## src/rtl/sai_rx_pkg.sv

```systemverilog
package sai_rx_pkg;

  typedef enum logic [2:0] {
    FMT_I2S    = 3'd0,
    FMT_LJ     = 3'd1,
    FMT_RJ     = 3'd2,
    FMT_TDM8   = 3'd3,
    FMT_TDM16  = 3'd4,
    FMT_TDM8P  = 3'd5,
    FMT_TDM16P = 3'd6,
    FMT_RSVD   = 3'd7
  } fmt_e;

  typedef struct packed {
    logic delayed;     // MSB one bit clock after the boundary
    logic right_just;  // LSB just before the boundary
    logic tdm;         // multichannel slots
    logic pulse;       // only the opening edge of the frame clock counts
    logic wide;        // full channel count instead of half
  } fmt_info_t;

  function automatic fmt_info_t fmt_decode(input logic [2:0] m);
    fmt_info_t r;
    r = '0;
    case (fmt_e'(m))
      FMT_LJ:     r = '0;
      FMT_RJ:     r.right_just = 1'b1;
      FMT_TDM8:   begin r.tdm = 1'b1; r.delayed = 1'b1; end
      FMT_TDM16:  begin r.tdm = 1'b1; r.delayed = 1'b1; r.wide = 1'b1; end
      FMT_TDM8P:  begin r.tdm = 1'b1; r.delayed = 1'b1; r.pulse = 1'b1; end
      FMT_TDM16P: begin r.tdm = 1'b1; r.delayed = 1'b1; r.pulse = 1'b1; r.wide = 1'b1; end
      default:    r.delayed = 1'b1;
    endcase
    return r;
  endfunction

endpackage

```

## src/rtl/sai_rx_sync.sv

```systemverilog
module sai_rx_sync #(
  parameter int STAGES = 2
) (
  input  logic clk,
  input  logic rst_n,
  input  logic bclk,
  input  logic fclk,
  input  logic sdata,
  input  logic sample_lvl,
  output logic tick,
  output logic f_s,
  output logic d_s
);
  logic [STAGES-1:0] b_sh, f_sh, d_sh;
  logic              b_last;

  always_ff @(posedge clk or negedge rst_n) begin
    if (!rst_n) begin
      b_sh   <= '0;
      f_sh   <= '0;
      d_sh   <= '0;
      b_last <= 1'b0;
    end else begin
      b_sh   <= {b_sh[STAGES-2:0], bclk};
      f_sh   <= {f_sh[STAGES-2:0], fclk};
      d_sh   <= {d_sh[STAGES-2:0], sdata};
      b_last <= b_sh[STAGES-1];
    end
  end

  // a sampling edge: the synchronized bit clock just moved to the sampling level
  assign tick = (b_sh[STAGES-1] != b_last) && (b_sh[STAGES-1] == sample_lvl);
  assign f_s  = f_sh[STAGES-1];
  assign d_s  = d_sh[STAGES-1];
endmodule

```

## src/rtl/sai_rx_framer.sv

```systemverilog
module sai_rx_framer #(
  parameter int POS_W = 10
) (
  input  logic             clk,
  input  logic             rst_n,
  input  logic             tick,
  input  logic             f_s,
  input  logic             start_lvl,
  input  logic             pulse,
  input  logic             cfg_chg,
  output logic             boundary,
  output logic [POS_W-1:0] pos_cur,
  output logic             half_cur,
  output logic             half_prev,
  output logic             synced
);
  localparam logic [POS_W-1:0] POS_MAX = '1;

  logic             f_q, half_q, synced_q;
  logic [POS_W-1:0] pos_q;
  logic             edge_any, start_e, other_e;

  assign edge_any = tick && (f_s != f_q);
  assign start_e  = edge_any && (f_s == start_lvl);
  assign other_e  = edge_any && (f_s != start_lvl) && !pulse;
  assign boundary = start_e || other_e;

  assign pos_cur  = boundary ? '0 : ((pos_q == POS_MAX) ? pos_q : pos_q + 1'b1);
  assign half_cur = start_e ? 1'b0 : (other_e ? 1'b1 : half_q);

  always_ff @(posedge clk or negedge rst_n) begin
    if (!rst_n) begin
      f_q      <= 1'b0;
      half_q   <= 1'b0;
      pos_q    <= '0;
      synced_q <= 1'b0;
    end else begin
      if (tick) begin
        f_q    <= f_s;
        pos_q  <= pos_cur;
        half_q <= half_cur;
      end
      if (cfg_chg)      synced_q <= 1'b0;
      else if (start_e) synced_q <= 1'b1;
    end
  end

  assign half_prev = half_q;
  assign synced    = synced_q;
endmodule

```

## src/rtl/sai_rx_assemble.sv

```systemverilog
module sai_rx_assemble
  import sai_rx_pkg::*;
#(
  parameter int SAMPLE_W  = 24,
  parameter int SLOT_BITS = 32,
  parameter int MAX_CH    = 16,
  parameter int POS_W     = 10,
  parameter int CH_W      = 4
) (
  input  logic                clk,
  input  logic                rst_n,
  input  logic                tick,
  input  logic                d_s,
  input  fmt_info_t           info,
  input  logic [1:0]          wlen,
  input  logic                boundary,
  input  logic [POS_W-1:0]    pos_cur,
  input  logic                half_cur,
  input  logic                half_prev,
  input  logic                synced,
  input  logic                cfg_chg,
  output logic                out_valid,
  output logic [CH_W-1:0]     out_chan,
  output logic [SAMPLE_W-1:0] out_data
);
  localparam int SLOT_LG = $clog2(SLOT_BITS);
  localparam int SW      = POS_W - SLOT_LG;
  localparam int WL_W    = $clog2(SAMPLE_W + 1);

  logic [SAMPLE_W-1:0] sreg, sreg_nxt, src, word;
  logic [WL_W-1:0]     wl, used;
  logic [POS_W-1:0]    e;
  logic                e_ok, emit_tdm, emit_lj, emit_rj, emit;
  logic [SW-1:0]       slot, lim;
  logic [SLOT_LG-1:0]  bitpos;
  logic [CH_W-1:0]     chan;

  assign sreg_nxt = {sreg[SAMPLE_W-2:0], d_s};

  always_comb begin
    case (wlen)
      2'd0:    wl = WL_W'(SAMPLE_W - 8);
      2'd1:    wl = WL_W'(SAMPLE_W - 4);
      default: wl = WL_W'(SAMPLE_W);
    endcase
  end

  assign e_ok   = pos_cur >= POS_W'(info.delayed);
  assign e      = pos_cur - POS_W'(info.delayed);
  assign slot   = e[POS_W-1:SLOT_LG];
  assign bitpos = e[SLOT_LG-1:0];
  assign lim    = info.pulse ? (info.wide ? SW'(MAX_CH) : SW'(MAX_CH / 2))
                             : (info.wide ? SW'(MAX_CH / 2) : SW'(MAX_CH / 4));

  assign emit_tdm = info.tdm && e_ok && (bitpos == SLOT_LG'(SAMPLE_W - 1)) && (slot < lim);
  assign emit_lj  = !info.tdm && !info.right_just && e_ok && (e == POS_W'(wl) - POS_W'(1));
  assign emit_rj  = !info.tdm && info.right_just && boundary;
  assign emit     = tick && synced && !cfg_chg && (emit_tdm || emit_lj || emit_rj);

  // right-justified words end before the boundary bit; all others include the current bit
  assign src  = emit_rj ? sreg : sreg_nxt;
  assign used = info.tdm ? WL_W'(SAMPLE_W) : wl;

  always_comb begin
    for (int i = 0; i < SAMPLE_W; i++)
      word[i] = (i < int'(used)) ? src[i] : src[used - WL_W'(1)];
  end

  always_comb begin
    if (info.tdm)
      chan = CH_W'(slot) + ((half_cur && !info.pulse) ? CH_W'(lim) : CH_W'(0));
    else if (info.right_just)
      chan = CH_W'(half_prev);
    else
      chan = CH_W'(half_cur);
  end

  always_ff @(posedge clk or negedge rst_n) begin
    if (!rst_n) begin
      sreg      <= '0;
      out_valid <= 1'b0;
      out_chan  <= '0;
      out_data  <= '0;
    end else begin
      if (tick) sreg <= sreg_nxt;
      out_valid <= emit;
      if (emit) begin
        out_chan <= chan;
        out_data <= word;
      end
    end
  end
endmodule

```

## src/rtl/sai_rx.sv

```systemverilog
module sai_rx
  import sai_rx_pkg::*;
#(
  parameter int SAMPLE_W    = 24,
  parameter int SLOT_BITS   = 32,
  parameter int MAX_CH      = 16,
  parameter int SYNC_STAGES = 2,
  localparam int CH_W       = $clog2(MAX_CH)
) (
  input  logic                clk,
  input  logic                rst_n,
  input  logic                bclk,
  input  logic                fclk,
  input  logic                sdata,
  input  logic [2:0]          cfg_mode,
  input  logic                cfg_bclk_edge,
  input  logic                cfg_fclk_pol,
  input  logic [1:0]          cfg_wlen,
  output logic                out_valid,
  output logic [CH_W-1:0]     out_chan,
  output logic [SAMPLE_W-1:0] out_data
);
  localparam int POS_W = $clog2(MAX_CH * SLOT_BITS) + 1;

  fmt_info_t        info;
  logic [6:0]       cfg_now, cfg_q;
  logic             cfg_chg, tick, f_s, d_s;
  logic             boundary, half_cur, half_prev, synced;
  logic [POS_W-1:0] pos_cur;

  assign info    = fmt_decode(cfg_mode);
  assign cfg_now = {cfg_mode, cfg_bclk_edge, cfg_fclk_pol, cfg_wlen};
  assign cfg_chg = cfg_now != cfg_q;

  always_ff @(posedge clk or negedge rst_n) begin
    if (!rst_n) cfg_q <= '0;
    else        cfg_q <= cfg_now;
  end

  sai_rx_sync #(.STAGES(SYNC_STAGES)) u_sync (
    .clk(clk), .rst_n(rst_n), .bclk(bclk), .fclk(fclk), .sdata(sdata),
    .sample_lvl(~cfg_bclk_edge), .tick(tick), .f_s(f_s), .d_s(d_s)
  );

  sai_rx_framer #(.POS_W(POS_W)) u_framer (
    .clk(clk), .rst_n(rst_n), .tick(tick), .f_s(f_s), .start_lvl(cfg_fclk_pol),
    .pulse(info.pulse), .cfg_chg(cfg_chg), .boundary(boundary), .pos_cur(pos_cur),
    .half_cur(half_cur), .half_prev(half_prev), .synced(synced)
  );

  sai_rx_assemble #(
    .SAMPLE_W(SAMPLE_W), .SLOT_BITS(SLOT_BITS), .MAX_CH(MAX_CH),
    .POS_W(POS_W), .CH_W(CH_W)
  ) u_asm (
    .clk(clk), .rst_n(rst_n), .tick(tick), .d_s(d_s), .info(info), .wlen(cfg_wlen),
    .boundary(boundary), .pos_cur(pos_cur), .half_cur(half_cur), .half_prev(half_prev),
    .synced(synced), .cfg_chg(cfg_chg), .out_valid(out_valid), .out_chan(out_chan),
    .out_data(out_data)
  );
endmodule

```

## config.mk

```make
export PLATFORM = sky130hd
export DESIGN_NAME = sai_rx
export DESIGN_NICKNAME = d
export VERILOG_FILES = /design/src/rtl/sai_rx_pkg.sv /design/src/rtl/sai_rx_sync.sv /design/src/rtl/sai_rx_framer.sv /design/src/rtl/sai_rx_assemble.sv /design/src/rtl/sai_rx.sv
export SDC_FILE = /design/constraint.sdc
export NUM_CORES = 1
export LEC_CHECK = 0
export BUFFER_PORTS_ARGS = -buffer_cell sky130_fd_sc_hd__buf_2
export CAP_MARGIN = 10
export CORE_AREA = 2 2 108 110
export DETAILED_ROUTE_END_ITERATION = 10
export DIE_AREA = 0 0 110 112
export PLACE_DENSITY = 0.67
export SLEW_MARGIN = 30
export SYNTH_ARGS = -nofsm -noshare
export SYNTH_HDL_FRONTEND = slang
export SYNTH_SLANG_ARGS = --single-unit
```

## constraint.sdc

```tcl
create_clock -name clk -period 4.6 [get_ports clk]
set_input_delay 1.15 -clock clk [delete_from_list [all_inputs] [get_ports clk]]
set_output_delay 1.15 -clock clk [all_outputs]
set_load 0.01 [all_outputs]
```

==> metrics.log, run 1 <==
[metrics] ratio of cells with drive above 1 in the final layout: 0.256
[metrics] area of the die: 0.0123 mm2
[metrics] largest net degree at the start of global routing: 81
[metrics] hold wc startpoint: u_sync.f_sh[0]
[metrics] worst min-delay path category: flop to flop
[metrics] number of ports placed on the die boundary: 41
[metrics] HPWL after DPL: 8.29 mm
[metrics] Net Count, Synth: ~540
[metrics] RePlAce Congestion: 0.949
[metrics] total core area: 0.0112 mm2
[metrics] Detailed Routing Iterations Pass 1: 5
[metrics] Metal-1 WL: about 5.4 mm
[metrics] sequential share of the synthesized area: 0.426
[metrics] Post-Place Worst Slack: 0.0520 ns
[metrics] worst hold endpoint: u_sync.f_sh[1]
[metrics] Hold Path Depth: 0
[metrics] number of unique standard cell types used by synthesis: 69
[metrics] Port-buffer cells: 40
[metrics] leakage power of the design: 2.76 nW
[metrics] kind of end point of the critical path: flop
[metrics] count of flip-flops with a built-in enable after synthesis: 0
[metrics] total via count in the routed design: 4000
[metrics] clock period minus final worst setup slack: 4.35 ns
[metrics] DR vias/cell: 5.58
[metrics] worst setup slack after layout: 0.252 ns
[metrics] routed length on met2: 5.58 mm
[metrics] Max IR drop VDD: 0.291 mV
[metrics] remaining number of nets flagged by the antenna check after routing: 0
[metrics] Layout Skew: between 0.01 and 0.015 ns
[metrics] CTS Root Buffer Type: sky130_fd_sc_hd__clkbuf_16
[metrics] post-placement cell count: about 700
[metrics] Worst Max-Slew Pin Slew: 0.877 ns
[metrics] wire length of the first global-routing pass: 19.8 mm
[metrics] status: complete, no violations
[metrics] worst setup path class: flop to flop
[metrics] fraction of synthesis flops using an asynchronous set or reset pin: 1.00
[metrics] average cell area after synthesis: 9.05 um2
[metrics] GRT Resource Usage Total: 0.205
[metrics] final cycle utilization of the critical path: 0.945
[metrics] met3 wirelength from detailed routing: 580 um
[metrics] hold_buf cts: 0
[metrics] cell area after synthesis: 0.00470 mm2
[metrics] top layer used by detailed routing: met4
[metrics] Die Wd: 110 um
[metrics] number of max-capacitance violations reported: 0
[metrics] Antenna diodes: 0
[metrics] count of buffers added by post-CTS timing repair for setup: 0
[metrics] hold violation count in the final report: 0
[metrics] Std-Cell Rows: 39
[metrics] total power divided by cell area: 418 mW/mm2
[metrics] setup violation total in the final timing report: 0
[metrics] maximum fanout along the worst path: 23
[metrics] H-tree levels: 3
[metrics] Setup TNS Final: 0 ns
[metrics] clock transition at the register clock pins on the worst setup and hold paths after CTS: around 0.070 ns
[metrics] filler instances: 1017
[metrics] drc violations: 0
[metrics] area of the multi-input gates: 0.00256 mm2
[metrics] final instance count without filler cells: around 720
[metrics] area taken by flip-flops and latches: approximately 0.0020 mm2
[metrics] Wirelength per Cell: 16.4 um
[metrics] clock sinks: 80
[metrics] flop2flop setup slack: ~0.25 ns
[metrics] worst reg-to-reg path cell count: 14
[metrics] total length of routed wires: about 12 mm
[metrics] setup repair after global routing missed its margin: no
[metrics] grt total ovfl: 0
[metrics] clock tree from TritonCTS: done
[metrics] number of global-route vias before repair: 3941
[metrics] launching point of the worst reg2reg path: u_framer.pos_q[6]
[metrics] Util after Layout: 0.499
[metrics] most common cell after layout, fill and taps aside: sky130_fd_sc_hd__nand2_1
[metrics] Post-Syn Instances: between 500 and 600
[metrics] data arrival time at the worst-slack endpoint: 4.57 ns
[metrics] Num CTS Buffers: 9
[metrics] highest-count cells in the layout ignoring fill and taps: 125 x sky130_fd_sc_hd__nand2_1, 80 x sky130_fd_sc_hd__dfrtp_1, 39 x sky130_fd_sc_hd__buf_2
[metrics] Max Slew Vio Count: 0
[metrics] initial DRC count: 221
[metrics] vertical extent of the die: 112 um
[metrics] number of warnings issued by yosys: 0
[metrics] worst path required time: 4.82 ns
[metrics] count of state elements after synthesis: 80
[metrics] net count reported at finish: 589
[metrics] Max-Slew Margin vs Limit: 0.415
[metrics] number of buffers on the longest clock path: 2
[metrics] Setup crit start kind: flop
[metrics] Clk Latency, worst-skew pair: 0.35 ns
[metrics] most used flip-flop cell after synthesis: sky130_fd_sc_hd__dfrtp_1
[metrics] area added between synthesis and finish: 18.8%
[metrics] maximum operating frequency: 230 MHz
[metrics] effective utilization at floorplan: 0.420
[metrics] antenna violations before repair: 0
[metrics] worst flop-to-flop path endpoint: u_asm.out_data[2]
[metrics] hold slack final: 0.349 ns
[report_power, final]
| group | leakage, nW | switching (mW) | internal (mW) |
|---|---|---|---|
| Sequential | 1.07 | 0.0783 | 0.762 |
| Combinational | 1.53 | 0.399 | 0.302 |
| Clock | 0.162 | 0.309 | 0.483 |
| Total | 2.76 | 0.786 | 1.55 |
[stage by stage]
step | cell area [um2] | power [mW]
after floorplan | 4770 | 1.32
after global placement | 5240 | 1.52
after detailed placement | 5250 | 1.54
after CTS | 5570 | 2.34
after global routing | 5580 | 2.46
final | 5580 | 2.33
[cell usage after synthesis, types with 3 or more instances]
| cell type | instances | area share |
|---|---|---|
| sky130_fd_sc_hd__o211ai_1 | 4 | 0.0064 |
| sky130_fd_sc_hd__o21a_1 | 3 | 0.0048 |
| sky130_fd_sc_hd__ha_1 | 8 | 0.021 |
| sky130_fd_sc_hd__nor4_1 | 6 | 0.0080 |
| sky130_fd_sc_hd__nor2b_1 | 5 | 0.0067 |
| sky130_fd_sc_hd__buf_6 | 3 | 0.0072 |
| sky130_fd_sc_hd__and3_1 | 6 | 0.0080 |
| sky130_fd_sc_hd__mux2i_1 | 8 | 0.017 |
| sky130_fd_sc_hd__nand2b_1 | 9 | 0.012 |
| sky130_fd_sc_hd__a21oi_1 | 23 | 0.025 |
| sky130_fd_sc_hd__nor3_1 | 8 | 0.0085 |
| sky130_fd_sc_hd__a22o_1 | 3 | 0.0056 |
| sky130_fd_sc_hd__inv_1 | 14 | 0.011 |
| sky130_fd_sc_hd__a31oi_1 | 7 | 0.0093 |
| sky130_fd_sc_hd__xnor2_1 | 9 | 0.017 |
| sky130_fd_sc_hd__o31ai_1 | 3 | 0.0048 |
| sky130_fd_sc_hd__o41ai_1 | 3 | 0.0056 |
| sky130_fd_sc_hd__nor2_1 | 26 | 0.021 |
| sky130_fd_sc_hd__dfrtp_1 | 80 | 0.43 |
| sky130_fd_sc_hd__a211oi_1 | 3 | 0.0048 |
| sky130_fd_sc_hd__buf_2 | 8 | 0.0085 |
| sky130_fd_sc_hd__o21ai_0 | 16 | 0.017 |
| sky130_fd_sc_hd__or3_1 | 3 | 0.0040 |
| sky130_fd_sc_hd__xor2_1 | 6 | 0.011 |
| sky130_fd_sc_hd__clkbuf_1 | 17 | 0.014 |
| sky130_fd_sc_hd__nand2_1 | 126 | 0.10 |
| sky130_fd_sc_hd__mux2_2 | 31 | 0.074 |
| sky130_fd_sc_hd__nand4_1 | 6 | 0.0080 |
| sky130_fd_sc_hd__o2111ai_1 | 3 | 0.0056 |
| sky130_fd_sc_hd__or2_2 | 3 | 0.0040 |
| sky130_fd_sc_hd__nand3_1 | 12 | 0.013 |
| sky130_fd_sc_hd__a221o_1 | 5 | 0.011 |
| sky130_fd_sc_hd__o22ai_1 | 4 | 0.0053 |
| sky130_fd_sc_hd__nand3b_1 | 3 | 0.0048 |
[critical path, cell delays in order (launching register included)]
cell and delay [ns]:
sky130_fd_sc_hd__dfrtp_1 0.58, sky130_fd_sc_hd__nand3_1 0.29, sky130_fd_sc_hd__o21ai_0 0.29, sky130_fd_sc_hd__nand3_1 0.19, sky130_fd_sc_hd__or4_1 0.59, sky130_fd_sc_hd__nor2_1 0.20
sky130_fd_sc_hd__o21ba_2 0.15, sky130_fd_sc_hd__o22ai_1 0.07, sky130_fd_sc_hd__ha_1 0.34, sky130_fd_sc_hd__nand2b_1 0.09, sky130_fd_sc_hd__o32ai_1 0.40, sky130_fd_sc_hd__nor3_2 0.12
sky130_fd_sc_hd__o31ai_4 0.33, sky130_fd_sc_hd__buf_12 0.22, sky130_fd_sc_hd__mux2_2 0.35
[kinds of logic (layout without fill, tap and decap cells)]
family | count (synthesis) | after routing | share of synthesized area
mux | 41 | 41 | 0.0961
compound gates | 98 | 98 | 0.149
fa+ha+maj | 8 | 8 | 0.0213
xor+xnor | 15 | 15 | 0.0280
flops | 80 | 80 | 0.426
simple gates | 231 | 231 | 0.235
buf+inv | 46 | 101 | 0.0447
[per-layer routing]
layer | vias up | global-route usage
met5 | - | 0
met4 | 0 | 0.0869
met3 | 18 | 0.0310
met2 | 108 | 0.317
met1 | 1946 | 0.285
li1 | 1928 | -
[state kept, by name, indices dropped and copies added, names as in the netlist]
register / count
u_asm.out_valid: 1
u_framer.pos_q: 10
u_framer.f_q: 1
u_sync.f_sh: 2
u_framer.synced: 1
u_asm.out_data: 24
cfg_q: 7
u_framer.half_prev: 1
u_sync.d_sh: 2
u_asm.out_chan: 4
u_asm.sreg: 24
u_sync.b_last: 1
u_sync.b_sh: 2
[what timing repair did]
item | 4_1_cts | 5_1_grt
setup endpoints to repair | 0 | 26
hold endpoints to repair | 0 | 0
gates resized for setup | 0 | 2
[worst max-delay path by stage]
stage,from,endpoint,slack (ns)
after floorplan,cfg_fclk_pol,u_asm.out_data[16],-0.01
after global placement,cfg_fclk_pol,u_asm.out_data[22],0.13
after detailed placement,cfg_fclk_pol,u_asm.out_data[22],0.05
after CTS,u_framer.pos_q[1],u_asm.out_data[22],0.22
after global routing,u_framer.pos_q[6],u_asm.out_data[2],0.04
final,u_framer.pos_q[6],u_asm.out_data[2],0.25
[layout make-up]
type	instances	area share
clock inverters	7	0.0184
multi-input cells	393	0.460
well taps	143	0.0321
repair buffers	71	0.0809
flip-flops and latches	80	0.359
clock buffers	9	0.0404
inverters	14	0.00987
Note: power is estimated with default switching activity, not from simulation.
==> run 2: changes to the inputs <==
--- a/config.mk
+++ b/config.mk
@@ -7,10 +7,12 @@
 export LEC_CHECK = 0
 export BUFFER_PORTS_ARGS = -buffer_cell sky130_fd_sc_hd__buf_2
 export CAP_MARGIN = 10
-export CORE_AREA = 2 2 108 110
+export CELL_PAD_IN_SITES_DETAIL_PLACEMENT = 0
+export CELL_PAD_IN_SITES_GLOBAL_PLACEMENT = 1
+export CORE_AREA = 2 2 109 111
 export DETAILED_ROUTE_END_ITERATION = 10
-export DIE_AREA = 0 0 110 112
-export PLACE_DENSITY = 0.67
+export DIE_AREA = 0 0 111 113
+export PLACE_DENSITY = 0.81
 export SLEW_MARGIN = 30
 export SYNTH_ARGS = -nofsm -noshare
 export SYNTH_HDL_FRONTEND = slang
==> metrics.log, run 2 (synthesis gave the netlist of run 1 again) <==
[metrics] area of the die: 0.0125 mm2 (was 0.0123 mm2)
[metrics] largest net degree at the start of global routing: 81 (unchanged)
[metrics] maximum operating frequency: 234 MHz (was 230 MHz)
[metrics] wire length of the first global-routing pass: 19.5 mm (was 19.8 mm)
[metrics] final cycle utilization of the critical path: 0.928 (was 0.945)
[metrics] Wirelength per Cell: 16.2 um (was 16.4 um)
[metrics] initial DRC count: 312 (was 221)
[metrics] total via count in the routed design: 3961 (was 4000)
[metrics] Port-buffer cells: 40 (unchanged)
[metrics] worst reg-to-reg path cell count: 17 (was 14)
[metrics] worst min-delay path category: flop to flop (unchanged)
[metrics] clock sinks: 80 (unchanged)
[metrics] effective utilization at floorplan: 0.417 (was 0.420)
[metrics] combined buffer and inverter count along the critical path: 1 (unchanged)
[metrics] Max-Slew Margin vs Limit: 0.504 (was 0.415)
[metrics] highest-count cells in the layout ignoring fill and taps: 125 x sky130_fd_sc_hd__nand2_1, 80 x sky130_fd_sc_hd__dfrtp_1, 39 x sky130_fd_sc_hd__buf_2 (unchanged)
[metrics] Util after Layout: 0.489 (was 0.499)
[metrics] worst hold endpoint: u_sync.d_sh[1] (was u_sync.f_sh[1])
[metrics] vertical extent of the die: 113 um (was 112 um)
[metrics] Setup crit start kind: flop (unchanged)
[metrics] Post-Place Worst Slack: 0.0255 ns (was 0.0520 ns)
[metrics] RePlAce Congestion: 0.878 (was 0.949)
[metrics] flop2flop setup slack: 0.33 ns (was 0.25 ns)
[metrics] Hold Path Depth: 0 (unchanged)
[metrics] Layout Skew: 0.0110 ns (was 0.0133 ns)
[metrics] number of buffers on the longest clock path: 2 (unchanged)
[metrics] Std-Cell Rows: 39 (unchanged)
[metrics] Max Slew Vio Count: 0 (unchanged)
[metrics] DR vias/cell: 5.59 (was 5.58)
[metrics] Detailed Routing Iterations Pass 1: 5 (unchanged)
[metrics] hold violation count in the final report: 0 (unchanged)
[metrics] hold wc startpoint: u_sync.d_sh[0] (was u_sync.f_sh[0])
[metrics] Crit-path slowest cell: sky130_fd_sc_hd__or4_1 (unchanged)
[metrics] number of max-capacitance violations reported: 0 (unchanged)
[metrics] number of global-route vias before repair: 3849 (was 3941)
[metrics] Num CTS Buffers: 9 (unchanged)
[metrics] biggest regs: u_asm.out_data x24, u_asm.sreg x24, u_framer.pos_q x10 (unchanged)
[metrics] launching point of the worst reg2reg path: u_framer.pos_q[0] (was u_framer.pos_q[6])
[metrics] Max IR drop VDD: 0.293 mV (was 0.291 mV)
[metrics] Critical Path Max Stage Delay: 0.61 ns (was 0.59 ns)
[metrics] filler instances: 1051 (was 1017)
[metrics] CP cell instances: ha_1, and3_1, nand2_1, nand3_1, or4_1, nor2_1, o21ba_2, o22ai_1, ha_1, nor3_1, o21ai_0, nor2_1, nand4_1, nor3_1, o31ai_4, buf_12, mux2_1 (was nand3_1, o21ai_0, nand3_1, or4_1, nor2_1, o21ba_2, o22ai_1, ha_1, nand2b_1, o32ai_1, nor3_2, o31ai_4, buf_12, mux2_2)
[metrics] setup violation total in the final timing report: 0 (unchanged)
[metrics] net count reported at finish: 583 (was 589)
[metrics] design area: 0.00551 mm2 (was 0.00558 mm2)
[metrics] worst setup path class: flop to flop (unchanged)
[metrics] area added between synthesis and finish: 17.2% (was 18.8%)
[metrics] Worst Max-Slew Pin Slew: 0.736 ns (was 0.877 ns)
[metrics] data arrival time at the worst-slack endpoint: 4.49 ns (was 4.57 ns)
[metrics] post-placement cell count: 695 (was 701)
[metrics] count of buffers added by post-CTS timing repair for setup: 0 (unchanged)
[metrics] cell area reported after detailed placement: 0.00520 mm2 (was 0.00525 mm2)
[metrics] status: complete, no violations (unchanged)
[metrics] leakage power of the design: 2.71 nW (was 2.76 nW)
[metrics] antenna violations before repair: 0 (unchanged)
[metrics] hold_buf cts: 0 (unchanged)
[metrics] grt total ovfl: 0 (unchanged)
[metrics] worst path required time: 4.82 ns (about the same)
[metrics] ratio of cells with drive above 1 in the final layout: 0.242 (was 0.256)
[metrics] maximum fanout along the worst path: 29 (was 23)
[metrics] number of ports placed on the die boundary: 41 (unchanged)
[metrics] Power Total: 2.29 mW (was 2.33 mW)
[metrics] CTS Root Buffer Type: sky130_fd_sc_hd__clkbuf_16 (unchanged)
[metrics] clock transition at the register clock pins on the worst setup and hold paths after CTS: 0.06 ns (was 0.07 ns)
[metrics] Clk Latency, worst-skew pair: 0.35 ns (about the same)
[metrics] kind of end point of the critical path: flop (unchanged)
[metrics] clock period minus final worst setup slack: 4.27 ns (was 4.35 ns)
[metrics] HPWL after DPL: 7.95 mm (was 8.29 mm)
[metrics] GRT Resource Usage Total: 0.191 (was 0.205)
[metrics] total power divided by cell area: 416 mW/mm2 (was 418 mW/mm2)
[metrics] worst flop-to-flop path endpoint: u_asm.out_data[22] (was u_asm.out_data[2])
[metrics] most common cell after layout, fill and taps aside: sky130_fd_sc_hd__nand2_1 (unchanged)
[metrics] setup repair after global routing missed its margin: no (unchanged)
[metrics] CP top delay family: simple AND/OR/NAND/NOR gates (unchanged)
[metrics] Antenna diodes: 0 (unchanged)
[metrics] total length of routed wires: 11.5 mm (was 11.7 mm)
[metrics] total core area: 0.0113 mm2 (was 0.0112 mm2)
[metrics] clock tree from TritonCTS: done (unchanged)
[metrics] worst setup slack after layout: 0.330 ns (was 0.252 ns)
[metrics] post-CTS resize count: 0 (unchanged)
[metrics] drc violations: 0 (unchanged)
[metrics] Die Wd: 111 um (was 110 um)
[metrics] remaining number of nets flagged by the antenna check after routing: 0 (unchanged)
[metrics] H-tree levels: 3 (unchanged)
[metrics] final instance count without filler cells: 709 (was 717)
==> run 2: changes by cell type in the layout (fill, tap and decap cells not counted), sizes merged <==
cell      previous run  this run
clkinvlp             0         1
buf                 71        65
clkinv               2         1
inv                 17        15
==> run 2: final cells by class <==
| cell class | count | area, um2 | share of cell area |
|---|---|---|---|
| Clock buffer | 9 | 225 | 0.0409 |
| Clock inverter | 5 | 81.3 | 0.0148 |
| Timing Repair Buffer | 65 | 407 | 0.0738 |
| Multi-Input combinational cell | 393 | 2560 | 0.464 |
| Inverter | 14 | 55.1 | 0.0100 |
| Tap cell | 143 | 179 | 0.0325 |
| Sequential cell | 80 | 2000 | 0.364 |
==> run 2: worst max path at each step <==
stage / endpoint / from / cells past startpoint
floorplan: u_asm.out_data[16] / cfg_fclk_pol / 17
finish: u_asm.out_data[22] / u_framer.pos_q[0] / 17
CTS: u_asm.out_chan[0] / u_framer.pos_q[0] / 17
global route: u_asm.out_chan[0] / u_framer.pos_q[2] / 16
global placement: u_asm.out_data[18] / cfg_fclk_pol / 14
detailed placement: u_asm.out_data[22] / cfg_fclk_pol / 14
==> run 2: through the flow <==
step,hold WS (ns),setup TNS (ns)
floorplan,0.331,-0.0592
global placement,0.338,0
detailed placement,0.341,0
CTS,0.354,0
global route,0.354,0
finish,0.351,0
==> run 2: where the power goes <==
group / switching [mW] / internal [mW]
Sequential: 0.0707 / 0.763
Combinational: 0.401 / 0.294
Clock: 0.290 / 0.470
==> run 2: layer usage <==
metal | global-route usage | vias up | routed length [um]
met5 | 0 | - | 0
met4 | 0.0775 | 0 | 230
met3 | 0.0300 | 19 | 606
met2 | 0.294 | 121 | 5190
met1 | 0.271 | 1901 | 5430
li1 | - | 1920 | -
==> run 3: changes to the inputs <==
--- a/config.mk
+++ b/config.mk
@@ -7,7 +7,7 @@
 export LEC_CHECK = 0
 export BUFFER_PORTS_ARGS = -buffer_cell sky130_fd_sc_hd__buf_2
 export CAP_MARGIN = 10
-export CELL_PAD_IN_SITES_DETAIL_PLACEMENT = 0
+export CELL_PAD_IN_SITES_DETAIL_PLACEMENT = 1
 export CELL_PAD_IN_SITES_GLOBAL_PLACEMENT = 1
 export CORE_AREA = 2 2 109 111
 export DETAILED_ROUTE_END_ITERATION = 10
==> constraint.sdc (replaced) <==
create_clock -name clk -period 4.6 [get_ports clk]
set_input_delay 1.15 -clock clk [delete_from_list [all_inputs] [get_ports clk]]
set_output_delay 1.15 -clock clk [all_outputs]
set_load 0.005 [all_outputs]
==> metrics.log, run 3 (synthesis gave the netlist of run 1 again) <==
[metrics] status: complete, no violations (unchanged)
[metrics] setup violation total in the final timing report: 0 (unchanged)
[metrics] Detailed Routing Iterations Pass 1: 5 (unchanged)
[metrics] ratio of cells with drive above 1 in the final layout: 0.246 (was 0.242)
[metrics] maximum fanout along the worst path: 29 (unchanged)
[metrics] leakage power of the design: 2.70 nW (was 2.71 nW)
[metrics] maximum operating frequency: 230 MHz (was 234 MHz)
[metrics] final cycle utilization of the critical path: 0.945 (was 0.928)
[metrics] Setup crit start kind: flop (unchanged)
[metrics] GRT Resource Usage Total: 0.222 (was 0.191)
[metrics] DR vias/cell: 5.77 (was 5.59)
[metrics] number of global-route vias before repair: 4531 (was 3849)
[metrics] worst path required time: 4.82 ns (about the same)
[metrics] hold violation count in the final report: 0 (unchanged)
[metrics] total length of routed wires: 13.3 mm (was 11.5 mm)
[metrics] Max Slew Vio Count: 0 (unchanged)
[metrics] Antenna diodes: 0 (unchanged)
[metrics] number of ports placed on the die boundary: 41 (unchanged)
[metrics] Util after Layout: 0.487 (was 0.489)
[metrics] area added between synthesis and finish: 16.9% (was 17.2%)
[metrics] Std-Cell Rows: 39 (unchanged)
[metrics] Port-buffer cells: 40 (unchanged)
[metrics] largest net degree at the start of global routing: 81 (unchanged)
[metrics] antenna violations before repair: 0 (unchanged)
[metrics] Clk Latency, worst-skew pair: 0.35 ns (about the same)
[metrics] Setup TNS Final: 0 ns (unchanged)
[metrics] Layout Skew: 0.0109 ns (was 0.0110 ns)
[metrics] Worst Max-Slew Pin Slew: 0.785 ns (was 0.736 ns)
[metrics] total via count in the routed design: 4106 (was 3961)
[metrics] number of max-capacitance violations reported: 0 (unchanged)
[metrics] initial DRC count: 253 (was 312)
[metrics] kind of end point of the critical path: flop (unchanged)
[metrics] number of buffers on the longest clock path: 2 (unchanged)
[metrics] total power divided by cell area: 411 mW/mm2 (was 416 mW/mm2)
[metrics] count of buffers added by post-CTS timing repair for setup: 0 (unchanged)
[metrics] wire length of the first global-routing pass: 22.6 mm (was 19.5 mm)
[metrics] hold slack final: 0.359 ns (was 0.351 ns)
[metrics] total core area: 0.0113 mm2 (unchanged)
[metrics] Num CTS Buffers: 9 (unchanged)
[metrics] worst setup path class: flop to flop (unchanged)
[metrics] net count reported at finish: 583 (unchanged)
[metrics] setup repair after global routing missed its margin: no (unchanged)
[metrics] remaining number of nets flagged by the antenna check after routing: 0 (unchanged)
[metrics] drc violations: 0 (unchanged)
[metrics] Wirelength per Cell: 18.7 um (was 16.2 um)
[metrics] HPWL after DPL: 9.25 mm (was 7.95 mm)
[metrics] CTS Root Buffer Type: sky130_fd_sc_hd__clkbuf_16 (unchanged)
[metrics] RePlAce Congestion: 0.878 (unchanged)
[metrics] clock sinks: 80 (unchanged)
[metrics] clock period minus final worst setup slack: 4.35 ns (was 4.27 ns)
[metrics] worst min-delay path category: flop to flop (unchanged)
[metrics] Die Wd: 111 um (unchanged)
[metrics] vertical extent of the die: 113 um (unchanged)
[metrics] most common cell after layout, fill and taps aside: sky130_fd_sc_hd__nand2_1 (unchanged)
[metrics] clock transition at the register clock pins on the worst setup and hold paths after CTS: 0.07 ns (was 0.06 ns)
[metrics] Max-Slew Margin vs Limit: 0.471 (was 0.504)
[metrics] biggest regs: u_asm.out_data x24, u_asm.sreg x24, u_framer.pos_q x10 (unchanged)
[metrics] Max IR drop VDD: 0.238 mV (was 0.293 mV)
[metrics] area of the die: 0.0125 mm2 (unchanged)
[metrics] highest-count cells in the layout ignoring fill and taps: 125 x sky130_fd_sc_hd__nand2_1, 80 x sky130_fd_sc_hd__dfrtp_1, 39 x sky130_fd_sc_hd__buf_2 (unchanged)
[metrics] grt total ovfl: 0 (unchanged)
[metrics] data arrival time at the worst-slack endpoint: 4.57 ns (was 4.49 ns)
[metrics] effective utilization at floorplan: 0.417 (unchanged)
[metrics] clock tree from TritonCTS: done (unchanged)
[metrics] H-tree levels: 3 (unchanged)
-- run 3: changes by cell type in the layout (fill, tap and decap cells not counted), sizes merged --
cell | before | now
clkinv | 1 | 2
inv | 15 | 17
clkinvlp | 1 | 2
bufinv | 2 | 0
-- run 3: area by class of cell --
cell class                 instances  area [um2]
tap                              143         179
clock inverter                     7        61.3
timing repair buffer              65         407
inverter                          14        55.1
clock buffer                       9         225
fill                            1312        5780
multi-input combinational        393        2560
sequential                        80        2000
-- run 3: layer usage --
layer  share of wire  vias up  global-route usage
met3           0.038       17              0.0396
li1                -     1916                   -
met1            0.45     2065               0.286
met5               0        -                   0
met4           0.014        0              0.0725
met2            0.50      108               0.383
-- run 3: where the power goes --
group          total (mW)  leakage, nW  internal (mW)  switching (mW)
registers           0.837         1.07          0.762          0.0744
logic               0.722         1.50          0.295           0.426
clock network       0.697        0.135          0.375           0.321
-- run 3: through the flow --
| stage | instance area (um2) | setup slack, ns | power (mW) | std cells |
|---|---|---|---|---|
| 2_1_floorplan | 4770 | -0.0103 | 1.32 | 519 |
| 3_3_place_gp | 5200 | 0.108 | 1.51 | 695 |
| 3_5_place_dp | 5200 | 0.00210 | 1.55 | 695 |
| 4_1_cts | 5490 | 0.261 | 2.26 | 711 |
| 5_1_grt | 5490 | 0.0130 | 2.38 | 711 |
| 6_report | 5490 | 0.252 | 2.26 | 711 |
-- run 3: worst paths after layout --
path / startpoint / to / slack [ns] / cells after the start
hold reg to reg: u_sync.b_sh[0] / u_sync.b_sh[1] / 0.36 / 0
setup / recovery: u_framer.pos_q[4] / u_asm.out_data[14] / 0.25 / 14
min in group asynchronous: rst_n / u_asm.out_data[6] / 0.83 / 1
setup reg to reg: u_framer.pos_q[4] / u_asm.out_data[14] / 0.25 / 14
max in group asynchronous: rst_n / u_asm.out_data[18] / 3.26 / 1
hold / removal: u_sync.b_sh[0] / u_sync.b_sh[1] / 0.36 / 0
-- run 3: worst max-delay path: stages, from the launching register on --
cell and delay, ns:
sky130_fd_sc_hd__dfrtp_1 0.58, sky130_fd_sc_hd__nand3_1 0.28, sky130_fd_sc_hd__o21ai_0 0.30, sky130_fd_sc_hd__nand3_1 0.18, sky130_fd_sc_hd__or4_1 0.60, sky130_fd_sc_hd__nor2_1 0.22, sky130_fd_sc_hd__o21ba_2 0.16, sky130_fd_sc_hd__o22ai_1 0.07
sky130_fd_sc_hd__ha_1 0.34, sky130_fd_sc_hd__nand2b_1 0.08, sky130_fd_sc_hd__o32ai_1 0.41, sky130_fd_sc_hd__nor3_2 0.12, sky130_fd_sc_hd__o31ai_4 0.29, sky130_fd_sc_hd__buf_12 0.24, sky130_fd_sc_hd__mux2_2 0.36
-- run 3: what timing repair did --
| item | 4_1_cts | 5_1_grt |
|---|---|---|
| endpoints found under the setup margin | 0 | 25 |
| resized for setup | 0 | 1 |
| hold buffers | 0 | 0 |
